==> config.mk <==
export PLATFORM = sky130hd
export DESIGN_NAME = sbus_alu_datapath
export DESIGN_NICKNAME = d
export VERILOG_FILES = /design/src/rtl/sbus_alu_datapath.sv
export SDC_FILE = /design/constraint.sdc
export NUM_CORES = 1
export LEC_CHECK = 0
export ABC_CLOCK_PERIOD_IN_PS = 3600
export BUFFER_PORTS_ARGS = -buffer_cell sky130_fd_sc_hd__buf_2
export CORE_ASPECT_RATIO = 0.6
export CORE_MARGIN = 5
export CORE_UTILIZATION = 25
export CTS_CLUSTER_SIZE = 14
export DETAILED_ROUTE_END_ITERATION = 7
export SLEW_MARGIN = 20
export SYNTH_ARGS = -nofsm -noshare
export SYNTH_HDL_FRONTEND = slang
export SYNTH_SLANG_ARGS = --single-unit
==> constraint.sdc <==
create_clock -name clk -period 3.6 [get_ports clk]
set_input_delay 0.18 -clock clk [delete_from_list [all_inputs] [get_ports clk]]
set_output_delay 0.18 -clock clk [all_outputs]
set_load 0.005 [all_outputs]
==> src/rtl/sbus_alu_datapath.sv <==
module sbus_alu_datapath #(
  parameter int W     = 4,
  parameter int DEPTH = 4,
  localparam int AW   = $clog2(DEPTH)
) (
  input  logic         clk,
  input  logic         rst,
  input  logic [W-1:0] data_in,
  input  logic         in_sel,
  input  logic         w_up,
  input  logic         w_en,
  input  logic         r_up,
  input  logic         l_en,
  input  logic [3:0]   f_sel,
  input  logic         cin,
  input  logic         mode,
  output logic [W-1:0] alu_f,
  output logic         cout,
  output logic [W-1:0] rd_val,
  output logic [W-1:0] op_a
);

  logic [W-1:0]  mem [DEPTH];
  logic [AW-1:0] wptr, rptr;
  logic [W-1:0]  wr_data;
  logic [W-1:0]  xa, yb;
  logic [W:0]    sum;

  assign rd_val  = mem[rptr];
  assign wr_data = in_sel ? alu_f : data_in;

  always_ff @(posedge clk) begin
    if (rst) begin
      wptr <= '0;
      rptr <= '0;
      op_a <= '0;
      for (int i = 0; i < DEPTH; i++) mem[i] <= '0;
    end else begin
      if (w_en) mem[wptr] <= wr_data;
      if (w_up) wptr <= wptr + 1'b1;
      if (r_up) rptr <= rptr + 1'b1;
      if (l_en) op_a <= rd_val;
    end
  end

  assign xa = op_a | (rd_val & {W{f_sel[0]}}) | (~rd_val & {W{f_sel[1]}});
  assign yb = (op_a & ~rd_val & {W{f_sel[2]}}) | (op_a & rd_val & {W{f_sel[3]}});
  assign sum = {1'b0, xa} + {1'b0, yb} + {{W{1'b0}}, ~cin};

  assign alu_f = mode ? ~(xa ^ yb) : sum[W-1:0];
  assign cout  = mode ? 1'b1 : ~sum[W];


  wptr_step_chk: assert property (@(posedge clk) disable iff (rst)
    w_up |=> wptr == $past(wptr) + 1'b1);

  wptr_hold_chk: assert property (@(posedge clk) disable iff (rst)
    !w_up |=> $stable(wptr));

  rptr_step_chk: assert property (@(posedge clk) disable iff (rst)
    r_up |=> rptr == $past(rptr) + 1'b1);

  rptr_hold_chk: assert property (@(posedge clk) disable iff (rst)
    !r_up |=> $stable(rptr));

  write_land_chk: assert property (@(posedge clk) disable iff (rst)
    w_en |=> mem[$past(wptr)] == $past(wr_data));

  latch_cap_chk: assert property (@(posedge clk) disable iff (rst)
    l_en |=> op_a == $past(rd_val));

  latch_hold_chk: assert property (@(posedge clk) disable iff (rst)
    !l_en |=> $stable(op_a));

  add_code_chk: assert property (@(posedge clk) disable iff (rst)
    (!mode && f_sel == 4'b1001 && cin) |-> {~cout, alu_f} == ({1'b0, op_a} + {1'b0, rd_val}));

endmodule

==> results of run 1 <==
-- where the power goes --
part           internal, mW  switching (mW)  total, mW  leakage, nW
logic                0.0826           0.106      0.189        0.434
clock network         0.149          0.0997      0.249       0.0357
registers             0.341          0.0171      0.358        0.249
-- worst min path at each step --
stage          startpoint                   end
2_1_floorplan        w_up  wptr[0]$_SDFFE_PP0P_
5_1_grt              w_up  wptr[0]$_SDFFE_PP0P_
4_1_cts              w_up  wptr[0]$_SDFFE_PP0P_
6_report             w_up  wptr[0]$_SDFFE_PP0P_
3_3_place_gp         w_up  wptr[0]$_SDFFE_PP0P_
3_5_place_dp         w_up  wptr[0]$_SDFFE_PP0P_
-- Yosys cell counts --
| cell | number | area share [%] |
|---|---|---|
| sky130_fd_sc_hd__edfxtp_1 | 16 | 34 |
| sky130_fd_sc_hd__inv_1 | 6 | 1.6 |
| sky130_fd_sc_hd__buf_2 | 1 | 0.36 |
| sky130_fd_sc_hd__or3_1 | 1 | 0.45 |
| sky130_fd_sc_hd__o21a_1 | 1 | 0.53 |
| sky130_fd_sc_hd__dfxtp_1 | 10 | 14 |
| sky130_fd_sc_hd__xnor2_1 | 3 | 1.9 |
| sky130_fd_sc_hd__nand3_1 | 3 | 1.1 |
| sky130_fd_sc_hd__xor2_1 | 3 | 1.9 |
| sky130_fd_sc_hd__nor4_1 | 1 | 0.45 |
| sky130_fd_sc_hd__mux2i_1 | 10 | 7.1 |
| sky130_fd_sc_hd__nor2b_2 | 1 | 0.62 |
| sky130_fd_sc_hd__a2111oi_2 | 1 | 1.1 |
| sky130_fd_sc_hd__a31o_2 | 1 | 0.62 |
| sky130_fd_sc_hd__a21oi_1 | 5 | 1.8 |
| sky130_fd_sc_hd__clkbuf_1 | 2 | 0.53 |
| sky130_fd_sc_hd__o2111a_1 | 1 | 0.80 |
| sky130_fd_sc_hd__or3b_2 | 1 | 0.62 |
| sky130_fd_sc_hd__nor3_1 | 4 | 1.4 |
| sky130_fd_sc_hd__o21ai_0 | 4 | 1.4 |
| sky130_fd_sc_hd__nor2_1 | 32 | 8.5 |
| sky130_fd_sc_hd__o21bai_1 | 2 | 1.1 |
| sky130_fd_sc_hd__fa_1 | 2 | 2.8 |
| sky130_fd_sc_hd__nand2_1 | 7 | 1.9 |
| sky130_fd_sc_hd__nor2b_1 | 1 | 0.45 |
| sky130_fd_sc_hd__ha_1 | 4 | 3.6 |
| sky130_fd_sc_hd__mux4_2 | 1 | 1.6 |
| sky130_fd_sc_hd__nand2b_1 | 4 | 1.8 |
| sky130_fd_sc_hd__mux4_1 | 3 | 5.6 |
-- layout make-up --
cell class / instances / area share, %
clock buffer: 3 / 2.44
clock inverter: 1 / 1.77
inverter: 6 / 1.33
multi-input combinational: 96 / 40.7
sequential: 26 / 40.1
tap: 69 / 5.09
timing repair buffer: 29 / 8.56
-- sequential cells by signal, summed over array words and instances, names as in the netlist, named ones only --
register	flops
wptr	2
mem	16
rptr	2
op_a	4
-- worst register-to-register path: stages (launching register included) --
cell and delay, ps:
sky130_fd_sc_hd__dfxtp_1 460, sky130_fd_sc_hd__mux4_1 700, sky130_fd_sc_hd__nor3_1 180, sky130_fd_sc_hd__a21oi_1 100, sky130_fd_sc_hd__fa_1 470, sky130_fd_sc_hd__a21oi_1 260
sky130_fd_sc_hd__nor4_1 100, sky130_fd_sc_hd__a2111oi_2 600, sky130_fd_sc_hd__nor2_1 100
-- through the flow --
| stage | total power [mW] | hold WS [ps] |
|---|---|---|
| floorplan | 0.482 | 328 |
| CTS | 0.801 | 161 |
| detailed placement | 0.557 | 453 |
| finish | 0.796 | 157 |
| global route | 0.843 | 179 |
| global placement | 0.554 | 440 |
-- routing by layer --
layer | share of wire [%] | track usage (%) | wire length [um] | vias to the layer above
li1 | - | - | - | 521
met1 | 51 | 13.4 | 1670 | 484
met2 | 41 | 14.4 | 1330 | 23
met3 | 7.0 | 3.30 | 229 | 5
met4 | 0.58 | 1.91 | 19 | 0
met5 | 0 | 0 | 0 | -
-- logic make-up after synthesis --
logic type,after synthesis,share of synthesized area [%]
mux,14,14.3
compound gates,15,7.30
fa+ha+maj,6,6.41
simple gates,55,17.3
xor+xnor,6,3.74
flops,26,48.4
buf+inv,9,2.49
-- layout by cell type (no fill, tap or decap) --
cell / n
sky130_fd_sc_hd__dfxtp_1: 10
sky130_fd_sc_hd__nand2b_1: 4
sky130_fd_sc_hd__or3b_2: 1
sky130_fd_sc_hd__a2111oi_2: 1
sky130_fd_sc_hd__buf_2: 29
sky130_fd_sc_hd__o2111a_1: 1
sky130_fd_sc_hd__mux4_2: 1
sky130_fd_sc_hd__ha_1: 4
sky130_fd_sc_hd__xor2_1: 3
sky130_fd_sc_hd__nor4_1: 1
sky130_fd_sc_hd__o21bai_1: 2
sky130_fd_sc_hd__inv_1: 6
sky130_fd_sc_hd__xnor2_1: 3
sky130_fd_sc_hd__nor2b_1: 1
sky130_fd_sc_hd__nor2_1: 32
sky130_fd_sc_hd__or3_1: 1
sky130_fd_sc_hd__nand3_1: 3
sky130_fd_sc_hd__mux2i_1: 10
sky130_fd_sc_hd__a21oi_1: 5
sky130_fd_sc_hd__mux4_1: 3
sky130_fd_sc_hd__nor3_1: 4
sky130_fd_sc_hd__a31o_2: 1
sky130_fd_sc_hd__edfxtp_1: 16
sky130_fd_sc_hd__bufinv_16: 1
sky130_fd_sc_hd__nand2_1: 7
sky130_fd_sc_hd__o21ai_0: 4
sky130_fd_sc_hd__clkbuf_8: 3
sky130_fd_sc_hd__o21a_1: 1
sky130_fd_sc_hd__fa_1: 2
sky130_fd_sc_hd__nor2b_2: 1
==> out/qor.tcl, run 1 <==
set qor(drive_above_1_share_pct) 23.6
set qor(cp.depth) 8
set qor(cts_tree) {done}
set qor(crit_path_frequent_cell) {sky130_fd_sc_hd__fa_1}
set qor(worst-slew-pin-transition_ps) 590
set qor(cpLargestDelayFamily) {multiplexers}
set qor(detailedRoute.firstIterationViolations) 49
set qor(synth_seq_area_share_pct) 48.4
set qor(n_antenna_cell) 0
set qor(place.gp.congestion) 0.771
set qor(timing_hold_violations_final) 0
set qor(post_dr_wirelength_cell_um) 14.1
set qor(clk_pin_slew_ps) 100
set qor(postSynthRegisterBits) 26
set qor(holdBufCountCts) 0
set qor(core-area_mm2) 0.00552
set qor(post-cts-setup-buffer-count) 0
set qor(regArea_um2) 681
set qor(leakage_nw) 0.718
set qor(hold_path_depth) 3
set qor(max-clock-path-buffers) 2
set qor(grt_pass1_wl_um) 5260
set qor(finalNonFillerCells) 230
set qor(worst_ir_drop_vdd_mv) 0.161
set qor(cp.arrival_ps) 3050
set qor(power.density_cell_area_mw_per_mm2) 469
set qor(hold_path.class) {primary input to flop}
set qor(synthCells) 131
set qor(slowest_delay_ps) 700
set qor(rsz_0062_raised_after_global_routing) {no}
set qor(cts-htree-levels) 1
set qor(synthesis.yosys.warnings) 0
set qor(place_inst) 226
set qor(dpl-instance-area_mm2) 0.00162
set qor(rrSetupSlack_ps) 380
set qor(routed_via_density) 4.49
set qor(synthesis.area_mm2) 0.00141
set qor(nets) 185
set qor(syn_nets) 154
set qor(grt_use_total_pct) 9.57
set qor(worst_ep_required_time_ps) 3420
set qor(syn_area_per_cell_um2) 10.7
set qor(worst_clock_skew_ps) 3.00
set qor(fin_ws_ps) 368
set qor(crit-reg2reg-capture) {mem[2][3]$_SDFFCE_PN0P_}
set qor(outcome) {complete, no violations}
set qor(timing.fmax_mhz) 309
set qor(layout_min_cycle_time_ps) 3230
set qor(cts.root.buffer_cell) {sky130_fd_sc_hd__clkbuf_8}
set qor(vias) 1033
set qor(critPathKind) {flop to output pin}
set qor(setup_viol_count_final) 0
set qor(via_count_of_the_first_global_routing_pass) 1004
set qor(tns_ps) 0
set qor(buffer_ports.inserted) 29
set qor(grt_antenna_before_repair) 0
set qor(clock_sink_count) 26
set qor(synth_unique_cells) 29
set qor(post-route-cell-area_mm2) 0.00170
set qor(crit_path_max_fanout) 6
set qor(tritoncts.num_buffers) 3
set qor(drt_pass1_iterations) 4
set qor(max-cap-violations) 0
set qor(timing.critical_path.slowest_stage_cell) {sky130_fd_sc_hd__mux4_1}
set qor(fillerInstances) 591
set qor(die_w_um) 107
set qor(drc) 0
set qor(crit_end) {alu_f[1]}
set qor(pin_count) 30
set qor(post-place-ws_ps) 385
set qor(reg2regPathDepth) 8
set qor(nature_of_the_critical_path_endpoint) {output pin}
set qor(ant_nets) 0
set qor(worst_setup_path_start_kind) {flop}
set qor(place_hpwl_um) 2650
set qor(drt-total-wl_um) 3250
set qor(grt_overflow_total) 0
set qor(critical_path.cell_chain) {mux4_1 > nor3_1 > a21oi_1 > fa_1 > inv_1 > fa_1 > mux2i_1 > buf_2}
set qor(period_share_pct) 89.8
set qor(rows) 21
set qor(area_growth_pct) 20.7
set qor(crit_buf_inv) 2
set qor(insertion_delay_ps) 280
set qor(die_height_um) 68.1
set qor(maximum_number_of_pins_on_one_net_before_global_route_repair) 16
set qor(post_cts.resized_instances) 0
set qor(final_util_pct) 30.7
set qor(timing.max_slew.rel_slack_pct) 60.6
set qor(multi_input_comb_area_um2) 689
set qor(fp.dieArea_mm2) 0.00727
set qor(initial_utilization_pct) 25.5
set qor(report.final.slew_viol_count) 0
Power figures use the tool's default switching activity.
==> run 2, diff against run 1 <==
- CORE_MARGIN: 5 -> 10
- SLEW_MARGIN: 20 -> 30
==> run 2 against run 1 <==
  * Clock-buffer cell count stayed put
  * Utilization stayed put
  * Sequential share of layout area stayed put
  * Die area is 25% higher
  * Sequential power hardly changed
  * First-iteration DRC count is 78% higher
  * Worst hold slack better by 3.8 ps
  * Fmax is 0.21% lower
  * Highest routed layer unchanged
  * Global-route usage is 1.9 points lower
  * Final cell count stayed put
  * Combinational power hardly changed
  * Flip-flop and latch count stayed put
  * Critical path type unchanged
==> out/qor.tcl, run 2 (synthesis gave the netlist of run 1 again) <==
set qor(outcome) {complete, no violations} ;# unchanged
set qor(core-area_mm2) 0.00552 ;# unchanged
set qor(crit-reg2reg-capture) {mem[0][1]$_SDFFCE_PN0P_} ;# was mem[2][3]$_SDFFCE_PN0P_
set qor(cpLargestDelayFamily) {multiplexers} ;# unchanged
set qor(timing_hold_violations_final) 0 ;# unchanged
set qor(cp.arrival_ps) 3060 ;# was 3050 ps
set qor(max-cap-violations) 0 ;# unchanged
set qor(drive_above_1_share_pct) 23.6 ;# unchanged
set qor(critical_path.cell_chain) {mux4_1 > nor3_1 > a21oi_1 > fa_1 > inv_1 > fa_1 > mux2i_1 > buf_2} ;# unchanged
set qor(tritoncts.num_buffers) 3 ;# unchanged
set qor(leakage_nw) 0.718 ;# unchanged
set qor(ant_nets) 0 ;# unchanged
set qor(worst_clock_skew_ps) 5.51 ;# was 3.00 ps
set qor(post_cts.resized_instances) 0 ;# unchanged
set qor(cts-htree-levels) 1 ;# unchanged
set qor(insertion_delay_ps) 270 ;# was 280 ps
set qor(timing.critical_path.slowest_stage_cell) {sky130_fd_sc_hd__mux4_1} ;# unchanged
set qor(post-route-cell-area_mm2) 0.00170 ;# unchanged
set qor(buffer_ports.inserted) 29 ;# unchanged
set qor(slowest_delay_ps) 680 ;# was 700 ps
set qor(hp-start) {w_up} ;# unchanged
set qor(grt_antenna_before_repair) 0 ;# unchanged
set qor(drt-total-wl_um) 3430 ;# was 3250 um
set qor(grt_overflow_total) 0 ;# unchanged
set qor(worst_ep_required_time_ps) 3420 ;# about the same
set qor(timing.fmax_mhz) 309 ;# about the same
set qor(clk_pin_slew_ps) 90 ;# was 100 ps
set qor(post-cts-setup-buffer-count) 0 ;# unchanged
set qor(nets) 185 ;# unchanged
set qor(place.gp.congestion) 0.789 ;# was 0.771
set qor(hold_path.class) {primary input to flop} ;# unchanged
set qor(crit_path_frequent_cell) {sky130_fd_sc_hd__fa_1} ;# unchanged
set qor(place_hpwl_um) 2790 ;# was 2650 um
set qor(max-clock-path-buffers) 2 ;# unchanged
set qor(detailedRoute.firstIterationViolations) 87 ;# was 49
set qor(die_w_um) 117 ;# was 107 um
set qor(timing.max_slew.rel_slack_pct) 60.5 ;# was 60.6%
set qor(initial_utilization_pct) 25.5 ;# unchanged
set qor(holdBufCountCts) 0 ;# unchanged
set qor(most-common-layout-cells) {sky130_fd_sc_hd__nor2_1, sky130_fd_sc_hd__buf_2, sky130_fd_sc_hd__edfxtp_1} ;# unchanged
set qor(critPathKind) {flop to output pin} ;# unchanged
set qor(cts.root.buffer_cell) {sky130_fd_sc_hd__clkbuf_8} ;# unchanged
set qor(vias) 1048 ;# was 1033
set qor(fp.dieArea_mm2) 0.00912 ;# was 0.00727 mm2
set qor(drt_pass1_iterations) 4 ;# unchanged
set qor(setup_viol_count_final) 0 ;# unchanged
set qor(rsz_0062_raised_after_global_routing) {no} ;# unchanged
set qor(grt_use_total_pct) 7.72 ;# was 9.57%
set qor(worst_setup_path_start_kind) {flop} ;# unchanged
set qor(routed_via_density) 4.56 ;# was 4.49
set qor(crit_path_max_fanout) 6 ;# unchanged
set qor(rows) 21 ;# unchanged
set qor(die_height_um) 78.1 ;# was 68.1 um
set qor(area_growth_pct) 20.7 ;# unchanged
set qor(register_ranked_first_by_flip_flop_count) {mem} ;# unchanged
set qor(tns_ps) 0 ;# unchanged
set qor(power.density_cell_area_mw_per_mm2) 467 ;# was 469 mW/mm2
set qor(drc) 0 ;# unchanged
set qor(period_share_pct) 90.0 ;# was 89.8%
set qor(reg2regPathDepth) 9 ;# was 8
set qor(clock_sink_count) 26 ;# unchanged
set qor(hold_path_depth) 3 ;# unchanged
set qor(pin_count) 30 ;# unchanged
set qor(dpl-instance-area_mm2) 0.00162 ;# unchanged
set qor(power.total_uw) 792 ;# was 796 uW
set qor(report.final.slew_viol_count) 0 ;# unchanged
set qor(layout_top_registers) {mem: 16 flops, op_a: 4 flops} ;# unchanged
set qor(grt_pass1_wl_um) 5580 ;# was 5260 um
set qor(crit_buf_inv) 2 ;# unchanged
set qor(n_antenna_cell) 0 ;# unchanged
set qor(cts_tree) {done} ;# unchanged
set qor(worst-slew-pin-transition_ps) 591 ;# was 590 ps
set qor(maximum_number_of_pins_on_one_net_before_global_route_repair) 16 ;# unchanged
set qor(layout_min_cycle_time_ps) 3240 ;# was 3230 ps
set qor(worstHoldEndpoint) {wptr[0]$_SDFFE_PP0P_} ;# unchanged
set qor(rrSetupSlack_ps) 490 ;# was 380 ps
set qor(worst_ir_drop_vdd_mv) 0.145 ;# was 0.161 mV
set qor(largest_register_ff_count) 16 ;# unchanged
set qor(nature_of_the_critical_path_endpoint) {output pin} ;# unchanged
set qor(via_count_of_the_first_global_routing_pass) 1071 ;# was 1004
set qor(post_dr_wirelength_cell_um) 14.9 ;# was 14.1 um
set qor(layout_commonest_cell) {sky130_fd_sc_hd__nor2_1} ;# unchanged
run 2: cell counts in the layout (fill, tap and decap cells not counted):
Identical to the previous run, type by type.
run 2: area by class of cell:
class | count | area [um2]
well taps | 69 | 86.3
clock inverters | 1 | 30.0
repair buffers | 29 | 145
flip-flops and latches | 26 | 681
fillers | 582 | 3820
multi-input cells | 96 | 689
inverters | 6 | 22.5
clock buffers | 3 | 41.3
run 2: per-stage QoR:
stage / setup slack, ps / cells / utilization, % / hold WS [ps]
6_report: 361 / 230 / 30.7 / 161
5_1_grt: 91.4 / 230 / 30.7 / 164
4_1_cts: 376 / 230 / 30.7 / 159
3_5_place_dp: 475 / 226 / 29.4 / 448
3_3_place_gp: 509 / 226 / 29.4 / 440
2_1_floorplan: 716 / 131 / - / 328
run 2: per-layer routing:
metal / track usage, % / wire, um / vias to the layer above
li1: - / - / 523
met2: 10.9 / 1380 / 20
met3: 2.58 / 198 / 4
met1: 11.1 / 1830 / 501
met4: 1.47 / 23 / 0
met5: 0 / 0 / -
run 2: worst min-delay path: stages:
cell	delay [ps]
sky130_fd_sc_hd__buf_2	90
sky130_fd_sc_hd__xnor2_1	60
sky130_fd_sc_hd__nor2_1	70
run 2: where the power goes:
group          leakage (nW)  switching [mW]  internal, mW  total (mW)
logic                 0.434           0.109        0.0827       0.192
clock network        0.0357          0.0927         0.149       0.242
registers             0.249          0.0171         0.341       0.358
run 2: worst max-delay path by stage:
stage | cells after the start | start | slack, ps | to
detailed placement | 8 | flop | 470 | mem[2][3]$_SDFFCE_PN0P_
global route | 8 | flop | 90 | alu_f[1]
floorplan | 9 | flop | 720 | mem[0][2]$_SDFFCE_PN0P_
finish | 8 | flop | 360 | alu_f[1]
global placement | 9 | flop | 510 | mem[1][2]$_SDFFCE_PN0P_
CTS | 8 | flop | 380 | alu_f[1]
==> run 3, diff against run 2 <==
- MAX_ROUTING_LAYER: default -> met4
==> run 3 against run 2 <==
  * Clock power barely moved
  * Register-to-register slack about the same
  * Flip-flop and latch count unchanged
  * Critical path depth stayed put
  * Largest power group unchanged
==> out/qor.tcl, run 3 (synthesis gave the netlist of run 1 again) <==
set qor(outcome) {complete, no violations} ;# unchanged
set qor(die_height_um) 78.1 ;# unchanged
set qor(clock_sink_count) 26 ;# unchanged
set qor(cts-htree-levels) 1 ;# unchanged
set qor(drt_pass1_iterations) 4 ;# unchanged
set qor(register_ranked_first_by_flip_flop_count) {mem} ;# unchanged
set qor(post_dr_wirelength_cell_um) 14.9 ;# about the same
set qor(layout_top_registers) {mem: 16 flops, op_a: 4 flops} ;# unchanged
set qor(drive_above_1_share_pct) 23.6 ;# unchanged
set qor(grt_use_total_pct) 7.93 ;# was 7.72%
set qor(tritoncts.num_buffers) 3 ;# unchanged
set qor(leakage_nw) 0.718 ;# unchanged
set qor(holdBufCountCts) 0 ;# unchanged
set qor(rows) 21 ;# unchanged
set qor(setup_viol_count_final) 0 ;# unchanged
set qor(layout_commonest_cell) {sky130_fd_sc_hd__nor2_1} ;# unchanged
set qor(n_antenna_cell) 0 ;# unchanged
set qor(post-cts-setup-buffer-count) 0 ;# unchanged
set qor(grt_antenna_before_repair) 0 ;# unchanged
set qor(nets) 185 ;# unchanged
set qor(fp.dieArea_mm2) 0.00912 ;# unchanged
set qor(crit_path_max_fanout) 6 ;# unchanged
set qor(drt-total-wl_um) 3430 ;# about the same
set qor(finalHoldWorstSlack_ps) 161 ;# about the same
set qor(place_hpwl_um) 2790 ;# unchanged
set qor(vias) 1057 ;# was 1048
set qor(largest_register_ff_count) 16 ;# unchanged
set qor(cts_tree) {done} ;# unchanged
set qor(insertion_delay_ps) 270 ;# about the same
set qor(routed_via_density) 4.60 ;# was 4.56
set qor(grt_pass1_wl_um) 5560 ;# was 5580 um
set qor(crit_buf_inv) 2 ;# unchanged
set qor(period_share_pct) 89.9 ;# was 90.0%
set qor(grt_overflow_total) 0 ;# unchanged
set qor(cpLargestDelayFamily) {multiplexers} ;# unchanged
set qor(nature_of_the_critical_path_endpoint) {output pin} ;# unchanged
set qor(worst_ir_drop_vdd_mv) 0.145 ;# about the same
set qor(fillerInstances) 582 ;# unchanged
set qor(slowest_delay_ps) 680 ;# about the same
set qor(met2_usage_pct) 11.0 ;# was 10.9%
set qor(detailedRoute.firstIterationViolations) 70 ;# was 87
set qor(place.gp.congestion) 0.800 ;# was 0.789
set qor(tns_ps) 0 ;# unchanged
set qor(hold_path.class) {primary input to flop} ;# unchanged
set qor(globalRouteMet3Util_pct) 2.35 ;# was 2.58%
set qor(worst-slew-pin-transition_ps) 591 ;# about the same
set qor(core-area_mm2) 0.00552 ;# unchanged
set qor(maximum_number_of_pins_on_one_net_before_global_route_repair) 16 ;# unchanged
set qor(initial_utilization_pct) 25.5 ;# unchanged
set qor(pin_count) 30 ;# unchanged
set qor(worst_clock_skew_ps) 6.70 ;# was 5.51 ps
set qor(worst_ep_required_time_ps) 3420 ;# about the same
set qor(timing.fmax_mhz) 309 ;# about the same
set qor(grt_most_used_layer) {met1} ;# unchanged
set qor(most-common-layout-cells) {sky130_fd_sc_hd__nor2_1, sky130_fd_sc_hd__buf_2, sky130_fd_sc_hd__edfxtp_1} ;# unchanged
set qor(rsz_0062_raised_after_global_routing) {no} ;# unchanged
set qor(power.density_cell_area_mw_per_mm2) 466 ;# was 467 mW/mm2
set qor(report.final.slew_viol_count) 0 ;# unchanged
set qor(timing.max_slew.rel_slack_pct) 60.5 ;# about the same
set qor(critPathKind) {flop to output pin} ;# unchanged
set qor(buffer_ports.inserted) 29 ;# unchanged
set qor(drc) 0 ;# unchanged
set qor(clk_pin_slew_ps) 90 ;# about the same
set qor(cts.root.buffer_cell) {sky130_fd_sc_hd__clkbuf_8} ;# unchanged
set qor(area_growth_pct) 20.7 ;# unchanged
set qor(critical_path.cell_chain) {mux4_1 > nor3_1 > a21oi_1 > fa_1 > inv_1 > fa_1 > mux2i_1 > buf_2} ;# unchanged
set qor(die_w_um) 117 ;# unchanged
set qor(via_count_of_the_first_global_routing_pass) 1072 ;# was 1071
set qor(max-clock-path-buffers) 2 ;# unchanged
set qor(timing.critical_path.slowest_stage_cell) {sky130_fd_sc_hd__mux4_1} ;# unchanged
set qor(ant_nets) 0 ;# unchanged
set qor(grt.met1_usage_pct) 11.1 ;# unchanged
set qor(cp.arrival_ps) 3060 ;# about the same
set qor(max-cap-violations) 0 ;# unchanged
set qor(crit_path_frequent_cell) {sky130_fd_sc_hd__fa_1} ;# unchanged
set qor(layout_min_cycle_time_ps) 3240 ;# about the same
set qor(post_cts.resized_instances) 0 ;# unchanged
set qor(worst_setup_path_start_kind) {flop} ;# unchanged
set qor(timing_hold_violations_final) 0 ;# unchanged
==> run 3: cell counts in the layout (fill, tap and decap cells not counted) <==
No cell type changed its count.
==> run 3: stage by stage <==
stage	setup WS [ps]	cells	area, um2	util (%)	power, mW
detailed placement	475	226	1620	29.4	0.559
floorplan	716	131	1410	-	0.482
finish	365	230	1700	30.7	0.791
global route	91.0	230	1700	30.7	0.838
CTS	376	230	1700	30.7	0.799
global placement	509	226	1620	29.4	0.557
==> run 3: worst register-to-register path: cells and delay by family (launching register included) <==
kind                       cells  cell delay (ps)
adders and majority gates      2              860
and+or+nand+nor                2              310
muxes                          3             1170
DFF                            1              450
AOI/OAI and AO/OA              1              100
buffers and inverters          1               90
==> run 3: final timing paths <==
kind | depth (start not counted) | end | slack [ps] | start
worst max-delay path | 8 | alu_f[1] | 360 | flop
worst min-delay path | 3 | wptr[0]$_SDFFE_PP0P_ | 160 | w_up
worst max register to register | 9 | mem[0][1]$_SDFFCE_PN0P_ | 490 | flop
worst min register to register | 2 | rptr[0]$_SDFFE_PP0P_ | 540 | rptr[0]$_SDFFE_PP0P_
==> run 3: metal layers <==
| metal | vias up | part of all wire, % |
|---|---|---|
| met4 | 0 | 0.58 |
| met5 | - | 0 |
| met1 | 511 | 54 |
| met2 | 20 | 40 |
| li1 | 522 | - |
| met3 | 4 | 5.0 |
==> run 3: layout make-up <==
cell class	count	area (um2)	share of cell area, %
Multi-Input combinational cell	96	689	40.7
Sequential cell	26	681	40.1
Timing Repair Buffer	29	145	8.56
Tap cell	69	86.3	5.09
Clock buffer	3	41.3	2.44
Clock inverter	1	30.0	1.77
Inverter	6	22.5	1.33
==> run 3: report_power, final <==
group	leakage [nW]	internal (mW)	switching, mW
clock network	0.0357	0.149	0.0916
logic	0.434	0.0827	0.109
registers	0.249	0.341	0.0171
